## src/rtl/bg_pkg.sv

```systemverilog
package bg_pkg;
   // Write-port register selectors below the table window.
   localparam int unsigned REG_TAPS = 0;
   localparam int unsigned REG_SEED = 1;

   typedef struct packed {
      logic taps_we;
      logic seed_we;
      logic tab_we;
   } bg_wr_dec_t;
endpackage

```

## src/rtl/bg_lfsr.sv

```systemverilog
module bg_lfsr #(
   parameter int unsigned W = 16,
   parameter logic [W-1:0] SEED_RST = 1,
   parameter logic [W-1:0] TAPS_RST = 'h30
) (
   input  logic         clk,
   input  logic         rst_n,
   input  logic         step,
   input  logic         taps_we,
   input  logic         seed_we,
   input  logic [W-1:0] wdata,
   output logic [W-1:0] state_o
);
   generate
      if (W < 2) begin : g_bad_width
         $error("bg_lfsr: W must be at least 2");
      end
      if (SEED_RST == '0) begin : g_bad_seed
         $error("bg_lfsr: reset seed must be nonzero");
      end
   endgenerate

   logic [W-1:0] st_q, taps_q, seed_q;
   logic         load_ok;
   logic         fb;

   assign load_ok = seed_we && (wdata != '0);
   assign fb      = ^(st_q & taps_q);

   always_ff @(posedge clk or negedge rst_n) begin
      if (!rst_n) begin
         st_q   <= SEED_RST;
         taps_q <= TAPS_RST;
         seed_q <= SEED_RST;
      end else begin
         if (taps_we) taps_q <= wdata;
         if (load_ok) begin
            seed_q <= wdata;
            st_q   <= wdata;
         end else if (step) begin
            if (st_q == '0) st_q <= seed_q;
            else            st_q <= {st_q[W-2:0], fb};
         end
      end
   end

   assign state_o = st_q;

   p_shift_r2: assert property (@(posedge clk) disable iff (!rst_n)
      (step && !load_ok && st_q != '0) |=> (st_q[W-1:1] == $past(st_q[W-2:0])));
   p_hold_r5: assert property (@(posedge clk) disable iff (!rst_n)
      (!step && !load_ok) |=> $stable(st_q));
   p_unlock_r6: assert property (@(posedge clk) disable iff (!rst_n)
      (step && !load_ok && st_q == '0) |=> (st_q == $past(seed_q)));
   p_load_r7: assert property (@(posedge clk) disable iff (!rst_n)
      load_ok |=> (st_q == $past(wdata)));
   p_zero_seed_r8: assert property (@(posedge clk) disable iff (!rst_n)
      (seed_we && wdata == '0) |=> $stable(seed_q));
endmodule

```

## src/rtl/bg_ptab.sv

```systemverilog
module bg_ptab #(
   parameter int unsigned N  = 8,
   parameter int unsigned BW = 8,
   localparam int unsigned SW = $clog2(N)
) (
   input  logic          clk,
   input  logic          rst_n,
   input  logic          we,
   input  logic [SW-1:0] wsel,
   input  logic [BW-1:0] wbyte,
   input  logic [SW-1:0] rsel,
   output logic [BW-1:0] thr_o
);
   generate
      if (N < 2 || (N & (N - 1)) != 0) begin : g_bad_depth
         $error("bg_ptab: N must be a power of two, at least 2");
      end
   endgenerate

   logic [BW-1:0] ent [N];

   for (genvar k = 0; k < N; k++) begin : g_ent
      always_ff @(posedge clk or negedge rst_n) begin
         if (!rst_n)                           ent[k] <= '0;
         else if (we && wsel == SW'(k))        ent[k] <= wbyte;
      end
   end

   assign thr_o = ent[rsel];
endmodule

```

## src/rtl/bg_decide.sv

```systemverilog
module bg_decide #(
   parameter int unsigned BW   = 8,
   parameter int unsigned THIN = 16
) (
   input  logic          clk,
   input  logic          rst_n,
   input  logic          step,
   input  logic          thin_en,
   input  logic [BW-1:0] byte_i,
   input  logic [BW-1:0] thr_i,
   output logic          fire_o
);
   logic slot;
   logic fire_q;

   generate
      if (THIN == 0 || (THIN & (THIN - 1)) != 0) begin : g_bad_thin
         $error("bg_decide: THIN must be a power of two");
      end
      if (THIN > 1) begin : g_thin
         localparam int unsigned CW = $clog2(THIN);
         logic [CW-1:0] cnt_q;
         always_ff @(posedge clk or negedge rst_n) begin
            if (!rst_n)    cnt_q <= '0;
            else if (step) cnt_q <= cnt_q + 1'b1;
         end
         assign slot = !thin_en || (cnt_q == '0);

         p_thin_r9: assert property (@(posedge clk) disable iff (!rst_n)
            (thin_en && cnt_q != '0) |=> !fire_o);
         p_cnt_hold_r5: assert property (@(posedge clk) disable iff (!rst_n)
            !step |=> $stable(cnt_q));
      end else begin : g_nothin
         assign slot = 1'b1;
      end
   endgenerate

   always_ff @(posedge clk or negedge rst_n) begin
      if (!rst_n) fire_q <= 1'b0;
      else        fire_q <= step && slot && (byte_i < thr_i);
   end

   assign fire_o = fire_q;

   p_cmp_r4: assert property (@(posedge clk) disable iff (!rst_n)
      fire_o |-> ($past(step) && ($past(byte_i) < $past(thr_i))));
   p_stall_r5: assert property (@(posedge clk) disable iff (!rst_n)
      !step |=> !fire_o);
endmodule

```

## src/rtl/bern_event_gen.sv

```systemverilog
module bern_event_gen #(
   parameter int unsigned LFSR_W      = 16,
   parameter int unsigned BYTE_W      = 8,
   parameter int unsigned ENTRIES     = 8,
   parameter int unsigned THIN_PERIOD = 16,
   parameter logic [LFSR_W-1:0] TAPS_RST = 16'h0030,
   parameter logic [LFSR_W-1:0] SEED_RST = 16'h0001,
   localparam int unsigned IDX_W  = $clog2(ENTRIES),
   localparam int unsigned ADDR_W = IDX_W + 1
) (
   input  logic              clk,
   input  logic              rst_n,
   input  logic              step_en,
   input  logic              thin_en,
   input  logic [IDX_W-1:0]  idx,
   input  logic              wr_en,
   input  logic [ADDR_W-1:0] wr_addr,
   input  logic [LFSR_W-1:0] wr_data,
   output logic              fire_o,
   output logic [BYTE_W-1:0] rnd_o
);
   import bg_pkg::*;

   generate
      if (LFSR_W < BYTE_W) begin : g_bad_w
         $error("bern_event_gen: LFSR_W must cover BYTE_W");
      end
      if (ENTRIES < 4) begin : g_bad_n
         $error("bern_event_gen: ENTRIES must leave room for taps and seed");
      end
   endgenerate

   bg_wr_dec_t dec;
   logic [LFSR_W-1:0] state;
   logic [BYTE_W-1:0] thr;

   always_comb begin
      dec         = '0;
      dec.taps_we = wr_en && (wr_addr == ADDR_W'(REG_TAPS));
      dec.seed_we = wr_en && (wr_addr == ADDR_W'(REG_SEED));
      dec.tab_we  = wr_en && wr_addr[ADDR_W-1];
   end

   bg_lfsr #(.W(LFSR_W), .SEED_RST(SEED_RST), .TAPS_RST(TAPS_RST)) i_lfsr (
      .clk(clk), .rst_n(rst_n), .step(step_en),
      .taps_we(dec.taps_we), .seed_we(dec.seed_we), .wdata(wr_data),
      .state_o(state)
   );

   bg_ptab #(.N(ENTRIES), .BW(BYTE_W)) i_tab (
      .clk(clk), .rst_n(rst_n), .we(dec.tab_we),
      .wsel(wr_addr[IDX_W-1:0]), .wbyte(wr_data[BYTE_W-1:0]),
      .rsel(idx), .thr_o(thr)
   );

   assign rnd_o = state[BYTE_W-1:0];

   bg_decide #(.BW(BYTE_W), .THIN(THIN_PERIOD)) i_dec (
      .clk(clk), .rst_n(rst_n), .step(step_en), .thin_en(thin_en),
      .byte_i(rnd_o), .thr_i(thr), .fire_o(fire_o)
   );

   p_onehot_dec_r7: assert property (@(posedge clk) disable iff (!rst_n)
      $onehot0({dec.taps_we, dec.seed_we, dec.tab_we}));
endmodule

```

## config.mk

```make
export PLATFORM = sky130hd
export DESIGN_NAME = bern_event_gen
export DESIGN_NICKNAME = d
export VERILOG_FILES = /design/src/rtl/bg_pkg.sv /design/src/rtl/bg_lfsr.sv /design/src/rtl/bg_ptab.sv /design/src/rtl/bg_decide.sv /design/src/rtl/bern_event_gen.sv
export SDC_FILE = /design/constraint.sdc
export NUM_CORES = 1
export LEC_CHECK = 0
export BUFFER_PORTS_ARGS = -buffer_cell sky130_fd_sc_hd__buf_2
export CELL_PAD_IN_SITES_DETAIL_PLACEMENT = 1
export CELL_PAD_IN_SITES_GLOBAL_PLACEMENT = 2
export CORE_MARGIN = 5
export CORE_UTILIZATION = 45
export CTS_CLUSTER_SIZE = 14
export DETAILED_ROUTE_END_ITERATION = 8
export PLACE_DENSITY_LB_ADDON = 0.08
export SYNTH_ARGS = -nofsm -noshare
export SYNTH_HDL_FRONTEND = slang
export SYNTH_SLANG_ARGS = --single-unit
```

## constraint.sdc

```tcl
create_clock -name clk -period 4.7 [get_ports clk]
set_input_delay 0.235 -clock clk [delete_from_list [all_inputs] [get_ports clk]]
set_output_delay 0.235 -clock clk [all_outputs]
set_load 0.01 [all_outputs]
```

==> results_dict.tcl <==
set metrics [dict create \
    grt_pass1_vias 4077 \
    fin_skew_ns 0.00938 \
    drc_errors 0 \
    cts_tree "yes" \
    ff_latch_area_mm2 0.00293 \
    fillCellCount 1243 \
    synth.most_common_cell "dfrtp_1" \
    total_leakage_power_nw 2.86 \
    drt-initial-drc-count 161 \
    place_inst 633 \
    maxSlewHeadroom 0.309 \
    place_congestion 0.757 \
    yosysTopAreaCellShare 0.501 \
    worst-endpoint-required_ns 5.04 \
    rr_worst_depth 6 \
    syn_avg_cell_area_um2 12.2 \
    placementRows 40 \
    fmax_ghz 0.462 \
    grt_antenna_before_repair 0 \
    antenna_cells 0 \
    root_buffer "clkbuf_16" \
    worst_slew_pin_slew_ns 1.03 \
    ir_worst_vdd_mv 0.276 \
    layout-drive-gt1-share 0.335 \
    arrival_ns 2.51 \
    crit_path_max_fanout 17 \
    synth.top_cells.by_count "dfrtp_1, mux2_2, nand2_1" \
    yosys.cell_types.count 36 \
    yosysTopAreaCell "dfrtp_1" \
    die_height_um 122 \
    port_buffers 36 \
    clock_path_buffers 2 \
    path_cells "nor4_1 -> and4_1 -> and3b_1 -> o21ai_0 -> o21ai_0 -> a21oi_1" \
    seq_area_frac_synth 0.520 \
    synthesis.area_mm2 0.00564 \
    post-dp-hpwl_um 8910 \
    synth-edff-count 0 \
    synthCells 462 \
    clock_latency_ns 0.42 \
    synth-async-reset-ratio 1.00 \
    num_vias 3608 \
    crit_path_frequent_cell "o21ai_0" \
    numCtsBuffers 17 \
    core_mm2 0.0122 \
    cts.htree.levels 4 \
    grt_util_all_layers 0.204 \
    ys_top_cells_by_area "dfrtp_1, mux2_2, nand2_1, mux4_2, o21ai_0" \
    fin_cells 666 \
    area_growth_pct 14.9 \
    nets 522 \
    whs_path_depth 3 \
    status "complete, no violations" \
    worstHoldStart "wr_data[15]" \
    period_share 0.460 \
    hold_end "i_lfsr.seed_q[15]$_DFFE_PN0P_" \
    hp-class "in2reg" \
    rsz0062_at_grt "false" \
    clk_pin_slew_worst_paths_ns 0.05 \
    ys.flop_type "dfrtp_1" \
    initial_core_util 0.464 \
    regToRegSetupSlack_ns 2.54 \
    multi_input_area_mm2 0.00250 \
    cts.sinks 117 \
    period_minus_slack_ns 2.16 \
    r2r_start "i_lfsr.state_o[1]$_DFFE_PN0P_" \
    timing.max_cap.violations 0 \
    drt_wl_total_um 13700 \
    cellPowerDensity_mw_per_mm2 540 \
    slowest_stage "and4_1" \
    syn_nets 499 \
    grt_pass1_wl_um 22500 \
    cpPeakStageDelay_ns 0.76 \
    die_w_um 122 \
    setup_ws_ns 2.54 \
    firstDrtPassIters 4 \
    grt-ovfl-total 0 \
    finalSetupViolCount 0 \
    die_area_mm2 0.0149 \
    routedWlPerCell_um 20.5 \
    cts_setup_buffers 0 \
    slew_viol_final 0 \
    fin_util 0.533 \
    ys_seq_elements 117 \
    finalHoldViolations 0 \
    start_kind "flop" \
    grt_max_degree 71 \
    viasPerCell 5.42 \
    place_worst_setup_slack_ns 2.29 \
    ctsResizeCount 0 \
    r2r_end "i_lfsr.state_o[0]$_DFFE_PN1P_" \
    worstSetupPathType "reg2reg" \
    boundaryPins 37 \
    ant_nets 0 \
    yosys_warnings 0 \
    finalSetupTns_ns 0 \
    fin_hold_ws_ns 0.0814 \
    end_kind "flop" \
]
-- metal layers --
layer | vias to the layer above | track usage | share of wire
met5 | - | 0 | 0
met4 | 0 | 0.0651 | 0.012
met3 | 14 | 0.0543 | 0.029
met2 | 46 | 0.347 | 0.51
met1 | 1875 | 0.255 | 0.45
li1 | 1673 | - | -
-- placed cells by master, fill, tap and decap left out, types with 11 or more instances in the layout --
| cell type | count |
|---|---|
| a21oi_1 | 17 |
| clkbuf_16 | 17 |
| o21ai_0 | 35 |
| dfrtp_1 | 113 |
| mux2_2 | 80 |
| nand2b_1 | 17 |
| buf_2 | 35 |
| mux4_2 | 11 |
| xnor2_1 | 13 |
| nand2_1 | 72 |
-- state kept, by name, indices dropped and copies added (netlist names) --
name,count
i_dec.fire_o,1
i_lfsr.seed_q,16
i_lfsr.taps_q,16
i_lfsr.state_o,16
i_tab.ent,64
i_dec.g_thin.cnt_q,4
-- worst max-delay path, delay by kind of cell (launching register included) --
kind | cells | cell delay [ns]
and+or+nand+nor | 3 | 1.36
DFF | 1 | 0.47
AOI/OAI and AO/OA | 3 | 0.24
-- worst max-delay path by stage --
stage,startpoint,end,slack (ns)
final,i_lfsr.state_o[1]$_DFFE_PN0P_,i_lfsr.state_o[0]$_DFFE_PN1P_,2.54
after detailed placement,idx[0],i_dec.fire_o$_DFF_PN0_,2.29
after CTS,i_lfsr.state_o[1]$_DFFE_PN0P_,i_lfsr.state_o[0]$_DFFE_PN1P_,2.51
after global placement,idx[0],i_dec.fire_o$_DFF_PN0_,2.27
after floorplan,idx[0],i_dec.fire_o$_DFF_PN0_,2.61
after global routing,i_lfsr.state_o[1]$_DFFE_PN0P_,i_lfsr.state_o[0]$_DFFE_PN1P_,2.32
-- where the power goes --
group          switching, W  internal, W  total, W
clock              0.000449     0.000909   0.00136
sequential         0.000172      0.00126   0.00143
combinational      0.000319     0.000389  0.000708
total              0.000940      0.00256   0.00350
-- kinds of logic (layout without fill, tap and decap cells) --
family	Yosys count	in the layout	synth area share
adder cells (fa/ha/maj)	9	9	0.0200
AND/OR/NAND/NOR	124	124	0.107
multiplexers	104	104	0.241
buffers and inverters	37	73	0.0362
XOR/XNOR	18	18	0.0280
flip-flops	117	117	0.520
AO/OA/AOI/OAI	53	53	0.0473
-- final cells by class --
| class | instances | share of cell area |
|---|---|---|
| well taps | 168 | 0.0325 |
| clock buffers | 22 | 0.0717 |
| multi-input cells | 308 | 0.386 |
| clock inverters | 10 | 0.0236 |
| flip-flops and latches | 117 | 0.453 |
| inverters | 2 | 0.00116 |
| repair buffers | 39 | 0.0321 |
-- per-stage QoR --
stage                     cell area (µm²)  total power, W
after detailed placement             5850         0.00216
final                                6480         0.00350
after global routing                 6480         0.00370
after global placement               5850         0.00212
after CTS                            6480         0.00354
after floorplan                      5640         0.00196
-- repair_timing --
| action | CTS | global route |
|---|---|---|
| setup endpoints to repair | 0 | 0 |
| hold buffers | 1 | 0 |
| endpoints found under the hold margin | 65 | 0 |
No activity file was read; power rests on OpenSTA's default activity.
